==> src/rtl/dprg_pkg.sv <==
package dprg_pkg;

  typedef enum logic [1:0] {
    TE_IDLE,
    TE_COUNT,
    TE_DELAY,
    TE_DONE
  } te_state_e;

  // hold length in half-second units
  function automatic int unsigned hold_mult(input logic [2:0] sel);
    case (sel)
      3'd0: return 1;
      3'd1: return 2;
      3'd2: return 3;
      3'd3: return 4;
      3'd4: return 5;
      3'd5: return 6;
      3'd6: return 8;
      default: return 10;
    endcase
  endfunction

endpackage

==> src/rtl/dprg_hold_timer.sv <==
module dprg_hold_timer #(
  parameter int unsigned HALF_SEC_CYC = 20,
  localparam int unsigned HW = $clog2(10 * HALF_SEC_CYC + 1)
) (
  input  logic       clk,
  input  logic       rst,
  input  logic       both_low,
  input  logic [2:0] hold_sel,
  input  logic       busy,
  input  logic       fire_any,
  output logic       hold_fire
);
  import dprg_pkg::*;

  logic [HW-1:0] cnt;
  logic [HW-1:0] target;
  logic          armed;

  always_comb begin
    target    = HW'(HALF_SEC_CYC * hold_mult(hold_sel));
    hold_fire = armed && both_low && !busy && (cnt == target - HW'(1));
  end

  always_ff @(posedge clk) begin
    if (rst) begin
      cnt   <= '0;
      armed <= 1'b1;
    end else if (fire_any) begin
      cnt   <= '0;
      armed <= 1'b0;
    end else if (!both_low) begin
      cnt   <= '0;
      armed <= 1'b1;
    end else if (armed && !busy) begin
      cnt <= cnt + HW'(1);
    end else begin
      cnt <= '0;
    end
  end

  p_release_clears_r3: assert property (@(posedge clk) disable iff (rst)
    !both_low |=> cnt == '0);

  p_no_repeat_r6: assert property (@(posedge clk) disable iff (rst)
    (!armed && both_low) |=> cnt == '0);

endmodule

==> src/rtl/dprg_pulse_gen.sv <==
module dprg_pulse_gen #(
  parameter int unsigned PULSE_SHORT_CYC = 5,
  parameter int unsigned PULSE_LONG_CYC  = 12,
  localparam int unsigned PMAX = (PULSE_LONG_CYC > PULSE_SHORT_CYC) ? PULSE_LONG_CYC : PULSE_SHORT_CYC,
  localparam int unsigned PW   = $clog2(PMAX + 1)
) (
  input  logic clk,
  input  logic rst,
  input  logic fire,
  input  logic long_sel,
  output logic active
);
  logic [PW-1:0] pcnt;
  logic [PW-1:0] len_q;
  logic [PW-1:0] plen;

  always_comb plen = long_sel ? PW'(PULSE_LONG_CYC) : PW'(PULSE_SHORT_CYC);

  always_ff @(posedge clk) begin
    if (rst) begin
      active <= 1'b0;
      pcnt   <= '0;
      len_q  <= '0;
    end else if (!active) begin
      if (fire) begin
        active <= 1'b1;
        pcnt   <= '0;
        len_q  <= plen;
      end
    end else if (pcnt == len_q - PW'(1)) begin
      active <= 1'b0;
      pcnt   <= '0;
    end else begin
      pcnt <= pcnt + PW'(1);
    end
  end

  p_start_r4: assert property (@(posedge clk) disable iff (rst)
    (fire && !active) |=> active);

  p_len_bound_r4: assert property (@(posedge clk) disable iff (rst)
    active |-> pcnt < len_q);

endmodule

==> src/rtl/dprg_test_entry.sv <==
module dprg_test_entry #(
  parameter int unsigned TEST_SETUP_CYC = 4,
  parameter int unsigned TEST_DELAY_CYC = 9,
  parameter int unsigned ENTRY_EDGES    = 8,
  localparam int unsigned SW = $clog2(TEST_SETUP_CYC + 1),
  localparam int unsigned DW = $clog2(TEST_DELAY_CYC + 1),
  localparam int unsigned EW = $clog2(ENTRY_EDGES + 1)
) (
  input  logic clk,
  input  logic rst,
  input  logic mr1_low,
  input  logic mr2_rise,
  input  logic busy,
  input  logic fire_any,
  output logic test_fire
);
  import dprg_pkg::*;

  te_state_e     state;
  logic [SW-1:0] win;
  logic [EW-1:0] ecnt;
  logic [DW-1:0] dcnt;
  logic          win_open;

  always_comb begin
    win_open  = (win == SW'(TEST_SETUP_CYC));
    test_fire = (state == TE_DELAY) && mr1_low && !busy &&
                (dcnt == DW'(TEST_DELAY_CYC - 1));
  end

  always_ff @(posedge clk) begin
    if (rst || !mr1_low) begin
      state <= TE_IDLE;
      win   <= '0;
      ecnt  <= '0;
      dcnt  <= '0;
    end else begin
      if (!win_open) win <= win + SW'(1);
      case (state)
        TE_IDLE: state <= TE_COUNT;
        TE_COUNT: begin
          if (fire_any) begin
            state <= TE_DONE;
            ecnt  <= '0;
          end else if (mr2_rise && win_open) begin
            if (ecnt == EW'(ENTRY_EDGES - 1)) begin
              state <= TE_DELAY;
              ecnt  <= '0;
              dcnt  <= '0;
            end else begin
              ecnt <= ecnt + EW'(1);
            end
          end
        end
        TE_DELAY: begin
          if (fire_any || busy) state <= TE_DONE;
          else                  dcnt  <= dcnt + DW'(1);
        end
        default: state <= TE_DONE;
      endcase
    end
  end

  p_abort_r9: assert property (@(posedge clk) disable iff (rst)
    !mr1_low |=> (state == TE_IDLE) && (ecnt == '0));

  p_window_r7: assert property (@(posedge clk) disable iff (rst)
    (mr1_low && mr2_rise && !win_open) |=> $stable(ecnt));

  p_fire_exit_r8: assert property (@(posedge clk) disable iff (rst)
    (test_fire && mr1_low) |=> state == TE_DONE);

endmodule

==> src/rtl/dual_press_reset_gen.sv <==
module dual_press_reset_gen #(
  parameter int unsigned CLK_HZ          = 8_000_000,
  parameter int unsigned HALF_SEC_CYC    = CLK_HZ / 2,
  parameter int unsigned PULSE_SHORT_CYC = CLK_HZ / 5000 * 11,
  parameter int unsigned PULSE_LONG_CYC  = CLK_HZ / 100 * 7,
  parameter int unsigned TEST_DELAY_CYC  = CLK_HZ / 4,
  parameter int unsigned TEST_SETUP_CYC  = CLK_HZ / 1000
) (
  input  logic       clk,
  input  logic       rst,
  input  logic       mr1_n,
  input  logic       mr2_n,
  input  logic [2:0] hold_sel,
  input  logic       long_pulse,
  output logic       rst_pull,
  output logic       rst_line_n
);
  localparam int unsigned ENTRY_EDGES = 8;

  logic mr2_q;
  logic mr2_rise;
  logic both_low;
  logic hold_fire;
  logic test_fire;
  logic fire_any;
  logic active;

  always_ff @(posedge clk) begin
    if (rst) mr2_q <= 1'b1;
    else     mr2_q <= mr2_n;
  end

  always_comb begin
    mr2_rise   = mr2_n && !mr2_q;
    both_low   = !mr1_n && !mr2_n;
    fire_any   = hold_fire || test_fire;
    rst_pull   = active;
    rst_line_n = !active;
  end

  dprg_hold_timer #(
    .HALF_SEC_CYC(HALF_SEC_CYC)
  ) u_hold (
    .clk      (clk),
    .rst      (rst),
    .both_low (both_low),
    .hold_sel (hold_sel),
    .busy     (active),
    .fire_any (fire_any),
    .hold_fire(hold_fire)
  );

  dprg_test_entry #(
    .TEST_SETUP_CYC(TEST_SETUP_CYC),
    .TEST_DELAY_CYC(TEST_DELAY_CYC),
    .ENTRY_EDGES   (ENTRY_EDGES)
  ) u_test (
    .clk      (clk),
    .rst      (rst),
    .mr1_low  (!mr1_n),
    .mr2_rise (mr2_rise),
    .busy     (active),
    .fire_any (fire_any),
    .test_fire(test_fire)
  );

  dprg_pulse_gen #(
    .PULSE_SHORT_CYC(PULSE_SHORT_CYC),
    .PULSE_LONG_CYC (PULSE_LONG_CYC)
  ) u_pulse (
    .clk     (clk),
    .rst     (rst),
    .fire    (fire_any),
    .long_sel(long_pulse),
    .active  (active)
  );

  p_sysrst_r10: assert property (@(posedge clk)
    rst |=> !rst_pull);

  p_pull_cause_r5: assert property (@(posedge clk) disable iff (rst)
    $rose(rst_pull) |-> $past(fire_any));

endmodule

==> config.mk <==
export PLATFORM = sky130hd
export DESIGN_NAME = dual_press_reset_gen
export DESIGN_NICKNAME = d
export VERILOG_FILES = /design/src/rtl/dprg_pkg.sv /design/src/rtl/dprg_hold_timer.sv /design/src/rtl/dprg_pulse_gen.sv /design/src/rtl/dprg_test_entry.sv /design/src/rtl/dual_press_reset_gen.sv
export SDC_FILE = /design/constraint.sdc
export NUM_CORES = 1
export LEC_CHECK = 0
export ABC_AREA = 0
export BUFFER_PORTS_ARGS = -buffer_cell sky130_fd_sc_hd__buf_2
export CAP_MARGIN = 15
export CELL_PAD_IN_SITES_DETAIL_PLACEMENT = 0
export CELL_PAD_IN_SITES_GLOBAL_PLACEMENT = 1
export CORE_MARGIN = 2
export CORE_UTILIZATION = 44
export CTS_CLUSTER_DIAMETER = 50
export CTS_CLUSTER_SIZE = 40
export DETAILED_ROUTE_END_ITERATION = 12
export PLACE_DENSITY_LB_ADDON = 0.1
export SETUP_SLACK_MARGIN = 0.3
export SYNTH_ARGS = -nofsm -noshare
export SYNTH_HDL_FRONTEND = slang
export SYNTH_SLANG_ARGS = --single-unit
==> constraint.sdc <==
create_clock -name clk -period 4.5 [get_ports clk]
set_input_delay 0.225 -clock clk [delete_from_list [all_inputs] [get_ports clk]]
set_output_delay 0.225 -clock clk [all_outputs]
set_load 0.02 [all_outputs]
# After elaboration in Yosys (flattened, before gate mapping)
# Index checks and enable logic that the tools add are counted.
[word_totals]
register_bits = 109
output_inout_bits = 2
word_cells = 92
[classes]
n_addsub = 7
multipliers = 1
eq_ne = 21
muxes = 23
bitwise_logic = 3
reduce_logical = 27
[op_table]
columns = ["operator", "n"]
rows = [
  ["two-way mux 21 bit", 4],
  ["two-way mux 20 bit", 4],
  ["case mux 21 bit (2 select lines)", 1],
  ["case mux 4 bit (7 select lines)", 1],
  ["adder 26 x 1 -> 26 bit (second input constant)", 1],
  ["== test 26 bit", 1],
  ["subtractor 26 x 1 -> 26 bit (second input constant)", 1],
  ["adder 21 x 1 -> 21 bit (second input constant)", 1],
  ["== test 21 bit (second input constant)", 1],
  ["adder 20 x 1 -> 20 bit (second input constant)", 1],
  ["== test 20 bit", 1],
  ["subtractor 20 x 1 -> 20 bit (second input constant)", 1],
  ["multiplier 14 x 4 -> 18 bit (first input constant)", 1],
  ["adder 13 x 1 -> 13 bit (second input constant)", 1],
  ["== test 13 bit (second input constant)", 1],
  ["two-way mux 4 bit", 3],
  ["logical AND 1 bit", 10],
  ["== test 3 bit (second input constant)", 3],
  ["two-way mux 2 bit", 4],
  ["== test 3 x 2 -> 1 bit (second input constant)", 2],
  ["inequality test 2 x 1 -> 1 bit (second input constant)", 3],
  ["inequality test 2 bit (second input constant)", 3],
  ["inequality test 3 x 1 -> 1 bit (second input constant)", 2],
  ["case mux 2 bit (3 select lines)", 1],
  ["16 further kinds", 30],
]

# Logic depth before layout (Yosys ltp)
# Gate-level depths: netlist of run 1.
[depth]
ltp_word = 10
ltp_mapped = 20

# Hierarchy
# Synthesis of run 1 repeated with hierarchy kept, for this count alone.
[hier_totals]
cells_unflattened = 698
hier_area_um2 = 5843.1
[by_module_without_submodules]
columns = ["module", "n_inst", "cells_each", "area_per_inst_um2", "seq_area_each_um2"]
rows = [
  ["dprg_test_entry", 1, 257, 2188.3, 800.8],
  ["dprg_hold_timer", 1, 262, 2177.1, 540.5],
  ["dprg_pulse_gen", 1, 172, 1427.6, 480.5],
  ["dual_press_reset_gen", 1, 7, 50.0, 20.0],
]

# Least setup slack after synthesis of run 1
# OpenSTA, ideal clock, no wires.
[synth_path]
kind = "input to register"
start = "input port hold_sel[1]"
end = "register u_hold.cnt[10]"
setup_ns = 0.128
arrival_ns = 4.236
required_ns = 4.372
slack_ns = 0.136
stages = 15
path_buffers = 2
cell_sequence = "clkbuf_1 nor2b_1 xor2_1 ha_1 fa_1 ha_1 a211oi_1 o21bai_1 a21oi_1 xnor3_4 nor3_1 o311ai_4 nand4b_2 clkbuf_1 nor2_1"
[synth_between]
elab_chain_cells = 8
elab_cells_between_ends = 14
classes_between = "add/sub (1); mul (1); eq/ne (7); mux (1); reduce/logical (4)"
[synth_rtl]
columns = ["element", "line_no", "source"]
rows = [
  ["start, declared", "dual_press_reset_gen.sv:13", "input logic [2:0] hold_sel,"],
  ["== test 3 bit, or another cell as far along", "dprg_pkg.sv:12", "case (sel)"],
  ["case mux 4 bit (7 select lines) *", "dprg_pkg.sv:12", ""],
  ["multiplier 14 x 4 -> 18 bit *", "dprg_hold_timer.sv:20", "target = HW'(HALF_SEC_CYC * hold_mult(hold_sel));"],
  ["subtractor 26 x 1 -> 26 bit *", "dprg_hold_timer.sv:21", "hold_fire = armed && both_low && !busy && (cnt == target - HW'(1));"],
  ["== test 26 bit *", "dprg_hold_timer.sv:21", ""],
  ["logical AND 1 bit *", "dprg_hold_timer.sv:21", ""],
  ["logical OR 1 bit *", "dual_press_reset_gen.sv:36", "fire_any = hold_fire || test_fire;"],
  ["OR reduction 4 bit (no line) *", "-", ""],
  ["end signal, assigned", "dprg_hold_timer.sv:35", "cnt <= cnt + HW'(1);"],
  ["end, declared", "dprg_hold_timer.sv:15", "logic [HW-1:0] cnt;"],
]
# Mark *: on every way between the ends. The rest lies on a longest branch, timed or not.
# A chain may end at the register's enable or synchronous reset.

# Worst setup path after layout of run 1
[layout_path]
start = "input port hold_sel[2]"
end = "register u_test.ecnt[2]"
[layout_between]
elab_chain_cells = 9
elab_cells_between_ends = 16
classes_between = "add/sub (1); mul (1); eq/ne (7); mux (2); reduce/logical (5)"
[layout_rtl]
columns = ["element", "line_no", "source"]
rows = [
  ["== test 3 bit, or another cell as far along", "dprg_pkg.sv:12", ""],
  ["case mux 4 bit (7 select lines) *", "dprg_pkg.sv:12", ""],
  ["multiplier 14 x 4 -> 18 bit *", "dprg_hold_timer.sv:20", ""],
  ["subtractor 26 x 1 -> 26 bit *", "dprg_hold_timer.sv:21", ""],
  ["== test 26 bit *", "dprg_hold_timer.sv:21", ""],
  ["logical AND 1 bit *", "dprg_hold_timer.sv:21", ""],
  ["logical OR 1 bit *", "dual_press_reset_gen.sv:36", ""],
  ["nonzero test 2 bit (no line)", "-", ""],
  ["AND reduction 2 bit (no line)", "-", ""],
  ["end signal, assigned", "dprg_test_entry.sv:51", "ecnt <= ecnt + EW'(1);"],
  ["end, declared", "dprg_test_entry.sv:21", "logic [EW-1:0] ecnt;"],
]
# Marked as above.

==> run_results.csv, run 1 <==
group,metric,value,unit
logic_synthesis,synth_top_area_share,0.302,
cts,clk_pin_slew,0.07,ns
logic_synthesis,synth_fp_nets,787,
global_routing,antenna_found_initial,0,
cts,numCtsBuffers,9,
cts,clockBufferDepth,2,
cts,htreeDepth,3,
sta,slew_violations,0,
cts,clock_latency,0.36,ns
layout,finish.utilization,0.499,
drt,routedWlPerCell,16.1,um
logic_synthesis,yosys.area.top_type,"dfxtp_1",
logic_synthesis,async_flop_share,0,
sta,max_freq,0.245,GHz
logic_synthesis,synth_common_cells,"92 x dfxtp_1, 67 x nor2_1, 55 x nand3_1",
drt,postRouteAntennaNets,0,
layout,drive_gt1_frac,0.126,
drt,drt_iter0_drc,346,
floorplanning,core_region_area,0.0137,mm^2
floorplanning,die_w,122,um
logic_synthesis,ys_ff_latch,92,
logic_synthesis,syn-cell-area,0.00610,mm^2
global_routing,grt_max_degree,32,
sta,rsz0062_at_grt,"no",
layout,final_area,0.00684,mm^2
logic_synthesis,synthFlopType,"dfxtp_1",
worst_setup_path,endpoint_kind,"register",
logic_synthesis,yosysSeqAreaShare,0.302,
drt,viasPerCell,5.87,
global_routing,grt_pass1_vias,5172,
worst_setup_path,crit_required,4.75,ns
global_routing,grt-ovfl-total,0,
worst_setup_path,start_kind,"input pin",
cts,cts-root-buf,"clkbuf_16",
floorplanning,dieArea,0.0148,mm^2
min_path,min_path_type,"in -> reg",
cts,hold_buffers,0,
sta,hold_viol,0,
place,io_buffers,9,
floorplanning,placementRows,43,
layout,area_delta_synth_final,12.3,%
power,ir_drop,172,uV
place,dpl_cell_area,0.00634,mm^2
sta,setup_violations,0,
place,gp_congestion,0.918,
sta,layout_setup_ws,0.425,ns
cts,cts_tree,"built",
sta,layout_min_cycle_time,4.07,ns
floorplanning,ioPinCount,10,
floorplanning,die_h,122,um
worst_setup_path,cp_max_fo,10,
drt,route.vias.total,5497,
drt,first_pass_iters,5,
worst_setup_path,cp.arrival,4.32,ns
floorplanning,start_util,0.444,
layout,nets,787,
sta,finalCritPeriodShare,0.905,
cts,clock_sinks,92,
logic_synthesis,yosysMostFrequentCell,"dfxtp_1",
power,p_leak,0.00238,uW
drt,wirelength,15.1,mm
sta,skew,0.0106,ns
sta,max_slew_margin,0.390,
sta,tightest_slew,0.911,ns
layout,n_antenna_cell,0,
power,p_per_area,298,mW/mm^2
logic_synthesis,synth-edff-count,0,
logic_synthesis,synthCells,751,
global_routing,grt.total_usage,0.210,
drt,drc,0,
place,hpwl,10.8,mm
place,pre_cts_ws,-0.306,ns
sta,hold_slack,0.123,ns
logic_synthesis,synth_area_per_cell,8.12,um^2
worst_setup_path,worstSetupPathType,"in -> reg",
global_routing,grt_pass1_wl,25.2,mm
logic_synthesis,yosys_warnings,0,
logic_synthesis,yosys-top-cells-area,"dfxtp_1 30%, ha_1 5.3%, nand3_1 4.5%, xnor2_1 4.3%, xor2_1 4.3%",
outcome,status,"finished clean",
logic_synthesis,synth_cell_types,82,
job,drv_cap,0,
where the power goes:
group          internal [uW]  switching (uW)  total (uW)
logic                    157             212         369
clock network            497             355         851
registers                816            2.20         818
total                   1470             569        2040
worst max-delay path, stage by stage:
cell and delay [ns]:
clkbuf_4 0.17, nand3b_1 0.18, nand2_2 0.07, buf_4 0.16, ha_1 0.30, fa_2 0.58, fa_2 0.48, xor2_2 0.20
xnor2_1 0.12, or4_2 0.73, nor3_4 0.29, o311ai_4 0.15, buf_12 0.17, and2_1 0.24, a41o_1 0.26
state kept, by name, summed over array words and instances, names as in the netlist:
name	count
u_pulse.active	1
u_test.dcnt	21
u_hold.armed	1
u_pulse.len_q	3
u_test.ecnt	4
mr2_q	1
u_test.state	2
u_hold.cnt	26
u_test.win	13
u_pulse.pcnt	20
per-layer routing:
metal  track usage  wire length (um)  vias up
li1              -                 -     2754
met2         0.329              6910       87
met3        0.0346               455       16
met4        0.0682               172        0
met1         0.295              7570     2640
met5             0                 0        -
timing repair:
item,4_1_cts,5_1_grt
buffers inserted,2,4
endpoints found under the setup margin,27,74
cloned,0,1
pin swaps,1,5
gates resized for setup,5,19
endpoints found under the hold margin,0,0
area by class of cell:
class                           count  area [um^2]
Fill cell                        1354         6880
Multi-Input combinational cell    599         4130
Sequential cell                    92         1840
Timing Repair Buffer               30          243
Clock buffer                        9          225
Tap cell                          180          225
Clock inverter                      7          105
Inverter                           19         71.3
worst paths after layout:
kind	end	startpoint	cells past startpoint	slack, ns
hold reg to reg	u_hold.cnt[0]$_SDFF_PP0_	u_hold.cnt[0]$_SDFF_PP0_	1	0.46
hold / removal	u_pulse.len_q[14]$_SDFFE_PP0P_	long_pulse	2	0.12
setup reg to reg	u_test.dcnt[19]$_SDFFE_PP0P_	u_test.win[0]$_SDFFE_PP0P_	10	1.00
setup / recovery	u_test.ecnt[2]$_SDFFE_PP0P_	hold_sel[2]	15	0.43
cells in the final DEF, fill, tap and decap left out, types with 4 or more instances in the layout:
cell type / count
or3_1: 18
nand3b_1: 7
a311oi_1: 18
o311ai_0: 5
and3_1: 31
nor2_1: 67
buf_2: 8
nor3b_1: 5
nand4_1: 21
inv_1: 19
nand2b_1: 18
nor3_1: 20
a21oi_1: 45
xnor2_1: 28
dfxtp_1: 92
o21bai_1: 6
ha_1: 24
nor4_1: 10
and2_1: 7
or4_1: 5
o21ai_0: 19
or2_2: 4
xor2_1: 28
clkbuf_16: 9
nand4b_1: 4
buf_4: 18
nand2_1: 53
mux2i_1: 8
a31oi_1: 4
nand3_1: 54
cells by family after synthesis:
| group | share of synthesized area |
|---|---|
| AOI/OAI and AO/OA | 0.160 |
| xor gates and xnor gates | 0.0979 |
| adders and majority gates | 0.0599 |
| buffers and inverters | 0.0447 |
| DFF | 0.302 |
| muxes | 0.0185 |
| and+or+nand+nor | 0.317 |
stage by stage:
| step | setup TNS (ns) | instances | total power (uW) |
|---|---|---|---|
| floorplan | 0 | 751 | 1090 |
| global placement | -0.914 | 913 | 1150 |
| detailed placement | -6.88 | 913 | 1160 |
| CTS | 0 | 931 | 2020 |
| global route | 0 | 936 | 2110 |
| finish | 0 | 936 | 2040 |
Power figures use the tool's default switching activity.
==> inputs of run 2 (changes only) <==
--- a/config.mk
+++ b/config.mk
@@ -5,13 +5,13 @@
 export SDC_FILE = /design/constraint.sdc
 export NUM_CORES = 1
 export LEC_CHECK = 0
-export ABC_AREA = 0
+export ABC_AREA = 1
 export BUFFER_PORTS_ARGS = -buffer_cell sky130_fd_sc_hd__buf_2
 export CAP_MARGIN = 15
 export CELL_PAD_IN_SITES_DETAIL_PLACEMENT = 0
 export CELL_PAD_IN_SITES_GLOBAL_PLACEMENT = 1
 export CORE_MARGIN = 2
-export CORE_UTILIZATION = 44
+export CORE_UTILIZATION = 41
 export CTS_CLUSTER_DIAMETER = 50
 export CTS_CLUSTER_SIZE = 40
 export DETAILED_ROUTE_END_ITERATION = 12
==> run_results.csv, run 2 <==
group,metric,value,unit
logic_synthesis,yosys_warnings,0,
power,clkPwrFrac,0.426,
cts,post_cts_buffers,0,
min_path,min_path_type,"in -> reg",
sta,layout_setup_ws,0.655,ns
cts,cts_tree,"built",
sta,layout_min_cycle_time,3.84,ns
worst_setup_path,timing.rr.start,"u_pulse.len_q[14]$_SDFFE_PP0P_",
worst_setup_path,cp.arrival,4.06,ns
drt,route.vias.total,5985,
sta,tightest_slew,0.997,ns
sta,max_freq,0.260,GHz
power,pwr-share-comb,0.147,
place,io_buffers,9,
cts,clock_latency,0.34,ns
cts,clock_sinks,92,
logic_synthesis,ys_ff_latch,92,
worst_setup_path,start_kind,"input pin",
drt,postRouteAntennaNets,0,
power,switching_power,514,uW
cts,numCtsBuffers,9,
logic_synthesis,synth_area_per_cell,6.46,um^2
place,dp.cells,1127,
power,p_leak,0.00257,uW
sta,finalCritPeriodShare,0.854,
worst_setup_path,critical_path.reg2reg.endpoint,"u_pulse.pcnt[14]$_SDFFE_PP0P_",
drt,drt_iter0_drc,387,
sta,hold_viol,0,
sta,max_slew_margin,0.335,
worst_setup_path,r2r_setup_slack,1.74,ns
worst_setup_path,cp_max_fo,26,
min_path,hold_end,"mr2_q$_SDFF_PP1_",
worst_setup_path,crit_required,4.72,ns
logic_synthesis,synth_top_area_share,0.298,
power,total_power,1920,uW
logic_synthesis,yosys-top-cells-area,"dfxtp_1 30%, nand2_1 14%, inv_1 7.2%, nor2_1 6.6%, nand3_1 5.5%",
min_path,hold_depth,3,
outcome,status,"finished clean",
worst_setup_path,ff2ff_path_depth,11,
power,p_seq_frac,0.427,
place,pre_cts_ws,0.186,ns
global_routing,grt_max_degree,32,
layout,area_delta_synth_final,8.56,%
layout,nFillCells,1553,
cts,cts-root-buf,"clkbuf_16",
place,gp_congestion,0.847,
global_routing,grt_pass1_vias,5664,
drt,viasPerCell,5.24,
min_path,hp-start,"mr2_n",
floorplanning,dieArea,0.0160,mm^2
power,p_per_area,286,mW/mm^2
floorplanning,start_util,0.421,
global_routing,grt.total_usage,0.194,
drt,wirelength,15.1,mm
sta,rsz0062_at_grt,"no",
job,drv_cap,0,
global_routing,antenna_found_initial,0,
drt,drc,0,
sta,setup_violations,0,
logic_synthesis,synth_common_cells,"226 x nand2_1, 118 x inv_1, 109 x nor2_1",
logic_synthesis,synth_cell_types,45,
floorplanning,placementRows,44,
layout,nets,990,
layout,reg_top3,"u_hold.cnt: 26 flops, u_test.dcnt: 21 flops, u_pulse.pcnt: 20 flops",
power,ir_drop,176,uV
place,hpwl,11.3,mm
logic_synthesis,synthFlopType,"dfxtp_1",
sta,skew,0.00942,ns
floorplanning,ioPinCount,10,
sta,fin_tns_setup,0,ns
cts,htreeDepth,3,
worst_setup_path,endpoint_kind,"register",
worst_setup_path,worstSetupPathType,"in -> reg",
layout,drive_gt1_frac,0.0594,
cts,clockBufferDepth,2,
layout,layout_common_cells,"226 x nand2_1, 118 x inv_1, 109 x nor2_1",
global_routing,grt_pass1_wl,26.1,mm
layout,largest_reg_flops,26,
logic_synthesis,syn-cell-area,0.00617,mm^2
layout,final_cells,1143,
layout,layout_commonest_cell,"nand2_1",
layout,n_antenna_cell,0,
floorplanning,core_region_area,0.0146,mm^2
sta,slew_violations,0,
floorplanning,die_w,127,um
power,swShare,0.268,
floorplanning,die_h,127,um
logic_synthesis,yosysMostFrequentCell,"nand2_1",
logic_synthesis,yosysSeqAreaShare,0.298,
global_routing,grt-ovfl-total,0,
logic_synthesis,yosys.area.top_type,"dfxtp_1",
logic_synthesis,synth_fp_nets,991,
layout,top_register,"u_hold.cnt",
logic_synthesis,async_flop_share,0,
logic_synthesis,synth-edff-count,0,
cts,clk_pin_slew,0.06,ns
power,p_int,1400,uW
logic_synthesis,synthCells,955,
drt,routedWlPerCell,13.2,um
drt,first_pass_iters,5,
[run 2: layout make-up]
| cell class | instances | area, um^2 | area share |
|---|---|---|---|
| multi-input cells | 713 | 3770 | 0.562 |
| flip-flops and latches | 92 | 1840 | 0.275 |
| inverters | 125 | 469 | 0.0700 |
| clock buffers | 11 | 233 | 0.0347 |
| well taps | 184 | 230 | 0.0344 |
| clock inverters | 5 | 82.6 | 0.0123 |
| repair buffers | 13 | 75.1 | 0.0112 |
[run 2: worst max path at each step]
| stage | from | end | slack (ns) | depth (start not counted) |
|---|---|---|---|---|
| detailed placement | hold_sel[2] | u_test.dcnt[7]$_SDFFE_PP0P_ | 0.19 | 25 |
| global placement | hold_sel[2] | u_test.dcnt[0]$_SDFFE_PP0P_ | 0.32 | 20 |
| floorplan | hold_sel[2] | u_hold.cnt[24]$_SDFF_PP0_ | 0.87 | 20 |
| global route | hold_sel[2] | u_hold.cnt[18]$_SDFF_PP0_ | 0.30 | 25 |
| finish | hold_sel[2] | u_hold.cnt[20]$_SDFF_PP0_ | 0.66 | 21 |
| CTS | hold_sel[2] | u_test.dcnt[7]$_SDFFE_PP0P_ | 0.54 | 25 |
[run 2: kinds of logic after synthesis]
family / after synthesis / share of synthesized area
adder cells (fa/ha/maj): 28 / 0.0592
flip-flops: 92 / 0.298
AO/OA/AOI/OAI: 108 / 0.0941
XOR/XNOR: 39 / 0.0554
buffers and inverters: 150 / 0.0947
AND/OR/NAND/NOR: 538 / 0.398
[run 2: power groups by stage]
| stage | sequential [uW] | clock, uW | combinational [uW] |
|---|---|---|---|
| final | 819 | 816 | 281 |
| after global routing | 819 | 879 | 320 |
| after CTS | 819 | 843 | 278 |
| after detailed placement | 837 | 0 | 276 |
| after global placement | 837 | 0 | 270 |
| after floorplan | 837 | 0 | 215 |
[run 2: what timing repair did]
item | in CTS | in global routing
resized for setup | 0 | 4
endpoints found under the setup margin | 0 | 56
hold buffers | 0 | 0
[run 2: worst max-delay path: stages]
cell,delay (ns)
buf_2,0.13
nand2_1,0.19
inv_2,0.08
nor2_1,0.17
inv_2,0.11
ha_1,0.32
fa_1,0.52
fa_1,0.55
nor3_1,0.28
nand3_1,0.15
nand2_1,0.08
nand2_1,0.06
nor2_1,0.09
nand3_1,0.07
nor2_1,0.15
nand3_2,0.13
nand2_2,0.18
inv_2,0.09
nand3b_2,0.07
buf_4,0.30
nor3b_1,0.09
[run 2: layer usage]
layer	track usage	vias up	share of wire
li1	-	3136	-
met1	0.245	2792	0.49
met2	0.350	46	0.49
met3	0.0308	11	0.016
met4	0.0414	0	0.0069
met5	0	-	0
[run 2: stage by stage]
step	area (um^2)	utilization	hold slack, ns
2_1_floorplan	6170	-	0.340
3_3_place_gp	6360	0.434	0.429
3_5_place_dp	6360	0.434	0.446
4_1_cts	6680	0.456	0.125
5_1_grt	6700	0.457	0.144
6_report	6700	0.457	0.134
